<file path="src/rtl/reset_boot_pkg.sv">
`timescale 1ns/1ps
package reset_boot_pkg;
  typedef enum logic [2:0] {
    ST_POR_HOLD   = 3'd0,
    ST_BO_HOLD    = 3'd1,
    ST_OSC_WAIT   = 3'd2,
    ST_RST_ASSERT = 3'd3,
    ST_BOOT_CHECK = 3'd4,
    ST_RUN        = 3'd5
  } seq_state_e;

  localparam logic [15:0] BOOT_VEC = 16'h8000;
  localparam logic [15:0] USER_VEC = 16'h0000;
  localparam int CAUSE_W = 3;
  localparam int C_POR   = 0;
  localparam int C_WDT   = 1;
  localparam int C_EXT   = 2;
endpackage

</file>
<file path="src/rtl/reset_boot_sync.sv">
`timescale 1ns/1ps
module reset_boot_sync #(
  parameter int   STAGES  = 2,
  parameter logic RST_VAL = 1'b1
) (
  input  logic clk_i,
  input  logic rst_ni,
  input  logic d_i,
  output logic q_o
);
  logic [STAGES-1:0] sr_q;

  always_ff @(posedge clk_i or negedge rst_ni) begin
    if (!rst_ni) sr_q <= {STAGES{RST_VAL}};
    else         sr_q <= {sr_q[STAGES-2:0], d_i};
  end

  assign q_o = sr_q[STAGES-1];
endmodule

</file>
<file path="src/rtl/reset_boot_timer.sv">
`timescale 1ns/1ps
module reset_boot_timer #(
  parameter int CW = 4
) (
  input  logic          clk_i,
  input  logic          rst_ni,
  input  logic          load_i,
  input  logic [CW-1:0] load_val_i,
  output logic          done_o
);
  logic [CW-1:0] cnt_q;

  always_ff @(posedge clk_i or negedge rst_ni) begin
    if (!rst_ni)              cnt_q <= '0;
    else if (load_i)          cnt_q <= load_val_i;
    else if (cnt_q != '0)     cnt_q <= cnt_q - 1'b1;
  end

  assign done_o = (cnt_q == '0);
endmodule

</file>
<file path="src/rtl/reset_boot_select.sv">
`timescale 1ns/1ps
module reset_boot_select (
  input  logic i2c_en_i,
  input  logic jtag_en_i,
  input  logic lock_i,
  output logic jump_user_o
);
  // loader only runs when some loader is enabled and not locked
  assign jump_user_o = ~((i2c_en_i | jtag_en_i) & ~lock_i);
endmodule

</file>
<file path="src/rtl/reset_boot_seq.sv">
`timescale 1ns/1ps
module reset_boot_seq
  import reset_boot_pkg::*;
#(
  parameter int TSU_CYCLES   = 50000,
  parameter int PULSE_CYCLES = 16,
  parameter int SYNC_STAGES  = 2
) (
  input  logic               clk_i,
  input  logic               rst_ni,
  input  logic               supply_ok_i,
  input  logic               wdt_rst_i,
  input  logic               sw_rst_i,
  input  logic               rst_pin_i,
  input  logic               i2c_ldr_en_i,
  input  logic               jtag_ldr_en_i,
  input  logic               pwd_lock_i,
  input  logic [CAUSE_W-1:0] flag_clr_i,
  output logic               cpu_reset_no,
  output logic [15:0]        start_pc_o,
  output logic               start_pc_valid_o,
  output logic               rst_pin_oe_o,
  output logic [CAUSE_W-1:0] cause_o
);
  localparam int MAXC = (TSU_CYCLES > PULSE_CYCLES) ? TSU_CYCLES : PULSE_CYCLES;
  localparam int CW   = $clog2(MAXC + 1);
  localparam logic [CW-1:0] TSU_LD   = CW'(TSU_CYCLES - 1);
  localparam logic [CW-1:0] PULSE_LD = CW'(PULSE_CYCLES - 1);

  seq_state_e st_q, st_d;
  logic bc_ph_q;
  logic int_src_q, int_src_d;
  logic [SYNC_STAGES-1:0] oe_d_q;
  logic [CAUSE_W-1:0] cause_q, cause_d;
  logic pin_sync_n, ext_req, oe, in_reset_hold, running;
  logic tmr_load, tmr_done, jump_user;
  logic [CW-1:0] tmr_val;
  logic set_por, set_wdt, set_ext;

  reset_boot_sync #(.STAGES(SYNC_STAGES), .RST_VAL(1'b1)) u_sync (
    .clk_i(clk_i), .rst_ni(rst_ni), .d_i(rst_pin_i), .q_o(pin_sync_n)
  );

  reset_boot_timer #(.CW(CW)) u_timer (
    .clk_i(clk_i), .rst_ni(rst_ni), .load_i(tmr_load),
    .load_val_i(tmr_val), .done_o(tmr_done)
  );

  reset_boot_select u_select (
    .i2c_en_i(i2c_ldr_en_i), .jtag_en_i(jtag_ldr_en_i),
    .lock_i(pwd_lock_i), .jump_user_o(jump_user)
  );

  assign in_reset_hold = (st_q == ST_BO_HOLD) || (st_q == ST_OSC_WAIT) ||
                         (st_q == ST_RST_ASSERT);
  assign running       = (st_q == ST_BOOT_CHECK) || (st_q == ST_RUN);
  assign oe            = int_src_q & in_reset_hold;
  // own drive echoes through the synchronizer: mask it for the pipeline depth
  assign ext_req       = ~pin_sync_n & ~oe & ~(|oe_d_q);

  always_comb begin
    st_d      = st_q;
    int_src_d = int_src_q;
    tmr_load  = 1'b0;
    tmr_val   = PULSE_LD;
    set_por   = 1'b0;
    set_wdt   = 1'b0;
    set_ext   = 1'b0;
    if (!supply_ok_i) begin
      st_d      = ST_BO_HOLD;
      int_src_d = 1'b1;
    end else begin
      unique case (st_q)
        ST_POR_HOLD, ST_BO_HOLD: begin
          st_d     = ST_OSC_WAIT;
          tmr_load = 1'b1;
          tmr_val  = TSU_LD;
        end
        ST_OSC_WAIT: if (tmr_done) begin
          st_d     = ST_RST_ASSERT;
          tmr_load = 1'b1;
          set_por  = 1'b1;
        end
        ST_RST_ASSERT: if (tmr_done && !ext_req) begin
          st_d      = ST_BOOT_CHECK;
          int_src_d = 1'b0;
        end
        ST_BOOT_CHECK, ST_RUN: begin
          if (wdt_rst_i) begin
            st_d = ST_RST_ASSERT; tmr_load = 1'b1; int_src_d = 1'b1; set_wdt = 1'b1;
          end else if (sw_rst_i) begin
            st_d = ST_RST_ASSERT; tmr_load = 1'b1; int_src_d = 1'b1;
          end else if (ext_req) begin
            st_d = ST_RST_ASSERT; tmr_load = 1'b1; int_src_d = 1'b0; set_ext = 1'b1;
          end else if (st_q == ST_BOOT_CHECK && bc_ph_q) begin
            st_d = ST_RUN;
          end
        end
        default: st_d = ST_POR_HOLD;
      endcase
    end
  end

  always_comb begin
    if (set_por) begin
      cause_d        = '0;
      cause_d[C_POR] = 1'b1;
    end else begin
      cause_d[C_POR] = flag_clr_i[C_POR] ? 1'b0 : cause_q[C_POR];
      cause_d[C_WDT] = set_wdt ? 1'b1 : (flag_clr_i[C_WDT] ? 1'b0 : cause_q[C_WDT]);
      cause_d[C_EXT] = set_ext ? 1'b1 : (flag_clr_i[C_EXT] ? 1'b0 : cause_q[C_EXT]);
    end
  end

  always_ff @(posedge clk_i or negedge rst_ni) begin
    if (!rst_ni) begin
      st_q      <= ST_POR_HOLD;
      bc_ph_q   <= 1'b0;
      int_src_q <= 1'b0;
      oe_d_q    <= '0;
      cause_q   <= '0;
    end else begin
      st_q      <= st_d;
      bc_ph_q   <= (st_q == ST_BOOT_CHECK) && (st_d == ST_BOOT_CHECK);
      int_src_q <= int_src_d;
      oe_d_q    <= {oe_d_q[SYNC_STAGES-2:0], oe};
      cause_q   <= cause_d;
    end
  end

  assign cpu_reset_no     = running;
  assign rst_pin_oe_o     = oe;
  assign cause_o          = cause_q;
  assign start_pc_o       = bc_ph_q ? USER_VEC : BOOT_VEC;
  assign start_pc_valid_o = (st_q == ST_BOOT_CHECK) && (!bc_ph_q || jump_user);
endmodule

</file>
<file path="config.mk">
export PLATFORM = sky130hd
export DESIGN_NAME = reset_boot_seq
export DESIGN_NICKNAME = d
export VERILOG_FILES = /design/src/rtl/reset_boot_pkg.sv /design/src/rtl/reset_boot_sync.sv /design/src/rtl/reset_boot_timer.sv /design/src/rtl/reset_boot_select.sv /design/src/rtl/reset_boot_seq.sv
export SDC_FILE = /design/constraint.sdc
export NUM_CORES = 1
export LEC_CHECK = 0
export ABC_AREA = 1
export CAP_MARGIN = 10
export CORE_UTILIZATION = 60
export CTS_BUF_LIST = sky130_fd_sc_hd__clkbuf_8 sky130_fd_sc_hd__clkbuf_16
export CTS_CLUSTER_SIZE = 8
export DETAILED_ROUTE_END_ITERATION = 8
export DONT_BUFFER_PORTS = 1
export GPL_ROUTABILITY_DRIVEN = 0
export PLACE_DENSITY = 0.87
export SYNTH_ARGS = -nofsm -noshare
export SYNTH_HDL_FRONTEND = slang
export SYNTH_SLANG_ARGS = --single-unit
</file>
<file path="constraint.sdc">
create_clock -name clk_i -period 2.8 [get_ports clk_i]
set_input_delay 0.14 -clock clk_i [delete_from_list [all_inputs] [get_ports clk_i]]
set_output_delay 0.14 -clock clk_i [all_outputs]
set_load 0.01 [all_outputs]
</file>
* Word-level counts from Yosys, hierarchy flattened
Index checks and enable logic that the tools add are counted.
** Word-level totals
- Flip-flop bits (word level) :: 28
- Bits of input ports :: 12
- Output and inout bits :: 22
** Cells by class
- Bitwise gates (word level) :: 10
- Multiplexer cells :: 40
- $add $sub $neg :: 1
- Equal/unequal tests :: 9
- Reduce and logical (&&, ||, !) cells :: 21
** Operators with widths (number)
- $mux W16 :: 5
- $mux W1 :: 24
- $mux W3 :: 8
- $logic_not A16 Y1 :: 1
- $reduce_bool A16 Y1 :: 1
- $sub A16 B1 Y16 const B :: 1
- $pmux W3 S4 :: 1
- $eq A3 B3 Y1 const B :: 3
- $eq A3 B2 Y1 const B :: 2
- $reduce_bool A3 Y1 :: 2
- $reduce_or A2 Y1 :: 3
- $ne A5 B5 Y1 const B :: 1
- $not A1 Y1 :: 5
- $and A1 B1 Y1 :: 4
- $logic_and A1 B1 Y1 :: 4
- $logic_or A1 B1 Y1 :: 4
- $reduce_bool A2 Y1 :: 2
- $eq A3 B1 Y1 const B :: 1
- $logic_not A3 Y1 :: 1
- $ne A3 B1 Y1 const B :: 1
- $ne A3 B2 Y1 const B :: 1
- $pmux W1 S3 :: 1
- $reduce_and A3 Y1 :: 1
- $logic_not A1 Y1 :: 2
- 2 further kinds :: 2

* Longest topological paths before layout
- Depth after elaboration :: 14
- Gate-level depth with buffers :: 11

* Hierarchy
From an unflattened synthesis, not the netlist that was laid out.
** Unflattened totals
- Cell total of the unflattened synthesis :: 261
- Area total of the unflattened synthesis :: 1864.3 µm²
** Modules (own cells, without submodules)
- reset_boot_timer :: times used 1, seq. area each 400.4 µm², cells an instance 168, area each 1133.6 µm²
- reset_boot_seq :: times used 1, seq. area each 250.2 µm², cells an instance 89, area each 665.6 µm²
- reset_boot_sync :: times used 1, seq. area each 52.6 µm², cells an instance 2, area each 52.6 µm²
- reset_boot_select :: times used 1, seq. area each 0.0 µm², cells an instance 2, area each 12.5 µm²

* Worst setup path before layout
OpenSTA, ideal clock, no wires.
- Path kind :: register to register
- Start :: register u_timer.cnt_q[0]
- End :: register u_timer.cnt_q[8]
- Data required time :: 2.667 ns
- Library setup time :: 0.133 ns
- Buffers on the path :: 1
- Data arrival time :: 1.317 ns
- Stages on the path, launching flop included :: 11
- Slack :: 1.351 ns
- Cells stage by stage :: dfrtp_1 inv_1 ha_1 nand2_1 nor2_2 nand3_1 nand3_2 nand2_2 buf_6 nand2_2 a21oi_1
** On the way
- Cells in the longest elaborated chain, start to end :: 5
** RTL lines
- from (decl) :: RTL line reset_boot_timer.sv:11 : logic [CW-1:0] cnt_q;
- from (signal assigned) :: RTL line reset_boot_timer.sv:15 : else if (load_i) cnt_q <= load_val_i;
- from (signal assigned) :: RTL line reset_boot_timer.sv:16 : else if (cnt_q != '0) cnt_q <= cnt_q - 1'b1;
- branches (longest 5 deep; another with $sub A16 B1 Y16)
Several ways; the timed one is not identified. The select of a mux whose other input is x is not followed.
A chain may end at the register's enable or synchronous reset.

* Worst setup path in the final report
- Start :: register u_timer.cnt_q[0]
- End :: register u_timer.cnt_q[12]
The elaborated chain is that of the path after synthesis.

==> flow_metrics.tcl <==
set metrics [dict create \
    post-route-period-util 0.6315 \
    core_um2 2734 \
    startpoint_type_of_the_worst_setup_path "register" \
    synth_area_per_inst_um2 7.803 \
    worst_path_most_repeated_cell "inv_1" \
    layout-drive-gt1-share 0.1283 \
    achievable-frequency_mhz 565.6 \
    ios 34 \
    n_antenna_cell 0 \
    met2RoutedLength_mm 1.637 \
    cts_tree "yes" \
    remaining_drc_errors 0 \
    static_leakage_power_nw 0.9331 \
    synth_fa_ha_area_frac 0.01458 \
    maximum_level_of_the_cts_h_tree 1 \
    cts.reportedPaths.clkPinSlew_ns 0.10 \
    yosys_register_bits 28 \
    cts_num_sinks 28 \
    post-place-cells 248 \
    holdCritPathClass "in2reg" \
    route.final.wire_length_mm 3.185 \
    final-setup-viol-count 0 \
    cp_slowest_cell "dfrtp_1" \
    path_cells "inv_1, ha_1, nand2_1, nor2_2, nand3_1, nand3_2, nand2_2, inv_1, nor2_1" \
    global_route_wire_length_before_repair_mm 5.347 \
    antenna_found_initial 0 \
    clock_tree.root_cell "clkbuf_8" \
    antenna_left 0 \
    critical_path.max_fanout 11 \
    compound_cell_area_share_of_the_yosys_netlist 0.05102 \
    synth_warnings 0 \
    synth-simple-area-share 0.3338 \
    cellPowerDensity_nw_per_um2 526.2 \
    hold_viol_final 0 \
    io_buffers 0 \
    route.vias.total 1343 \
    yosysTopAreaCell "dfrtp_1" \
    critical_path.endpoint_type "register" \
    number_of_global_route_vias_before_repair 1268 \
    drv.max_cap_violation_count 0 \
    drtIter0Drc 77 \
    die-height_um 55.49 \
    start_util 0.6279 \
    period_minus_ws_final_ns 1.768 \
    cts.path.max_buffers 2 \
    syn_area_um2 1717 \
    routedLengthMet1_mm 1.367 \
    avgRoutedWirePerCell_um 12.39 \
    endpoint_required_time_on_the_critical_path_ns 2.97 \
    rsz0062_at_grt "false" \
    synthCells 220 \
    routed.top_layer "met4" \
    post_synth_xor_area_fraction 0.05102 \
    leading_cell_type_in_the_layout_fill_and_taps_excluded "nand2_1" \
    hpwl_mm 2.302 \
    layoutNonFillerInstCount 257 \
    met3RoutedLength_um 138 \
    num_rows 19 \
    grt_use_total 0.2205 \
    critical_path.max_stage_delay_ns 0.41 \
    crit_arrival_ns 1.94 \
    synthDominantCellAreaShare 0.3790 \
    setup.worst_path.class "reg2reg" \
    cts_made_buffers 3 \
    yosys-top-cells-area "dfrtp_1 (38%), nand2_1 (8.5%), buf_4 (7.0%)" \
    vdd_drop_max_uv 419.8 \
    timing.clock.skew_ns 0.004000 \
    clock_insertion_delay_worst_skew_ns 0.28 \
    die_w_um 55.49 \
    outcome "complete, no violations" \
    routed_via_density 5.226 \
    synth_top_family_by_area "simple AND/OR/NAND/NOR gates" \
    most-common-layout-cells "nand2_1 (39), nor2_1 (31), inv_1 (26), dfrtp_1 (26), nand3_1 (19)" \
    finalNetCount 241 \
    seq_area_frac_synth 0.4096 \
    totalNegativeSetupSlack_ns 0 \
    largest_net_degree_at_the_start_of_global_routing 29 \
    global_route_congestion_overflow_total 0 \
    post_cts_resize_count 0 \
    design.die.area_um2 3079 \
    area.growth.synth_to_final_pct 5.320 \
    post_synth_cell_types 27 \
    finalMaxSlewViolations 0 \
    drt-pass1-iter-count 4 \
    post_synth_mux_area_share 0 \
]
==> path summary, 6_finish.rpt <==
kind / startpoint / to / slack, ns / cells past startpoint
setup / recovery: u_timer.cnt_q[0] / u_timer.cnt_q[12] / 1.03 / 9
hold / removal: flag_clr_i[1] / cause_o[1] / 0.009 / 3
setup reg to reg: u_timer.cnt_q[0] / u_timer.cnt_q[12] / 1.03 / 9
hold reg to reg: u_sync.sr_q[0] / u_sync.sr_q[1] / 0.36 / 0
max in group asynchronous: rst_ni / u_sync.sr_q[1] / 2.27 / 2
min in group asynchronous: rst_ni / u_timer.cnt_q[2] / 0.30 / 2
==> sequential cells by signal, indices dropped and copies added (netlist names) <==
register and flops:
int_src_q 1, cause_o 3, u_sync.sr_q 2, st_q 3
bc_ph_q 1, u_timer.cnt_q 16, oe_d_q 2
==> Yosys cell counts <==
| master | n |
|---|---|
| nor2_2 | 6 |
| o21ai_0 | 2 |
| o22ai_1 | 1 |
| and3_1 | 1 |
| nor2_4 | 1 |
| inv_1 | 26 |
| a31oi_1 | 1 |
| buf_6 | 1 |
| nand2_1 | 39 |
| nand4_1 | 1 |
| nand3b_1 | 1 |
| ha_1 | 2 |
| nand3_1 | 19 |
| nand2_4 | 3 |
| inv_2 | 2 |
| o211ai_1 | 4 |
| nand3_2 | 3 |
| nand2_2 | 6 |
| nor2_1 | 31 |
| xor2_1 | 10 |
| a21oi_1 | 7 |
| conb_1 | 1 |
| nor3_2 | 1 |
| dfrtp_1 | 26 |
| buf_4 | 16 |
| nor3_1 | 7 |
| dfstp_2 | 2 |
==> layer usage <==
layer | up-vias | track usage
met1 | 626 | 0.2705
met4 | 0 | 0.04286
met3 | 6 | 0.05386
met2 | 36 | 0.3941
li1 | 675 | -
met5 | - | 0
==> layout make-up <==
cell class	count	area [um2]
fillers	244	925.9
multi-input cells	161	829.5
flip-flops and latches	28	703.2
inverters	28	105.1
repair buffers	5	60.06
clock buffers	3	41.29
well taps	31	38.79
clock inverters	1	30.03
==> timing repair <==
item                      CTS  global route
hold endpoints to repair   33             0
setup buffers               0             0
hold buffers                5             0
==> metrics by stage <==
stage | total power, mW | setup slack (ns) | util | hold WS, ns | area, um2
5_1_grt | 1.001 | 0.8826 | 0.6613 | 0.006691 | 1808
4_1_cts | 0.9545 | 1.039 | 0.6613 | 0.01015 | 1808
3_3_place_gp | 0.6131 | 1.164 | 0.6133 | -0.1549 | 1677
3_5_place_dp | 0.6193 | 1.080 | 0.6133 | -0.1550 | 1677
2_1_floorplan | 0.6106 | 1.351 | - | -0.1556 | 1769
6_report | 0.9514 | 1.032 | 0.6613 | 0.008546 | 1808
==> cells by family after synthesis <==
family | count (synthesis)
and+or+nand+nor | 119
buffers and inverters | 45
DFF | 28
AOI/OAI and AO/OA | 15
xor gates and xnor gates | 10
adders and majority gates | 2
other | 1
==> worst max-delay path, delay by kind of cell, from the launching register on <==
family	cells	cell delay, ns
adder cells (fa/ha/maj)	1	0.19
buffers and inverters	2	0.32
flip-flops	1	0.41
AND/OR/NAND/NOR	6	0.73
==> where the power goes <==
part	leakage [nW]	switching [mW]	internal [mW]
Clock	0.0357	0.130	0.192
Sequential	0.339	0.0293	0.439
Combinational	0.558	0.106	0.0557
No activity file was read; power rests on OpenSTA's default activity.
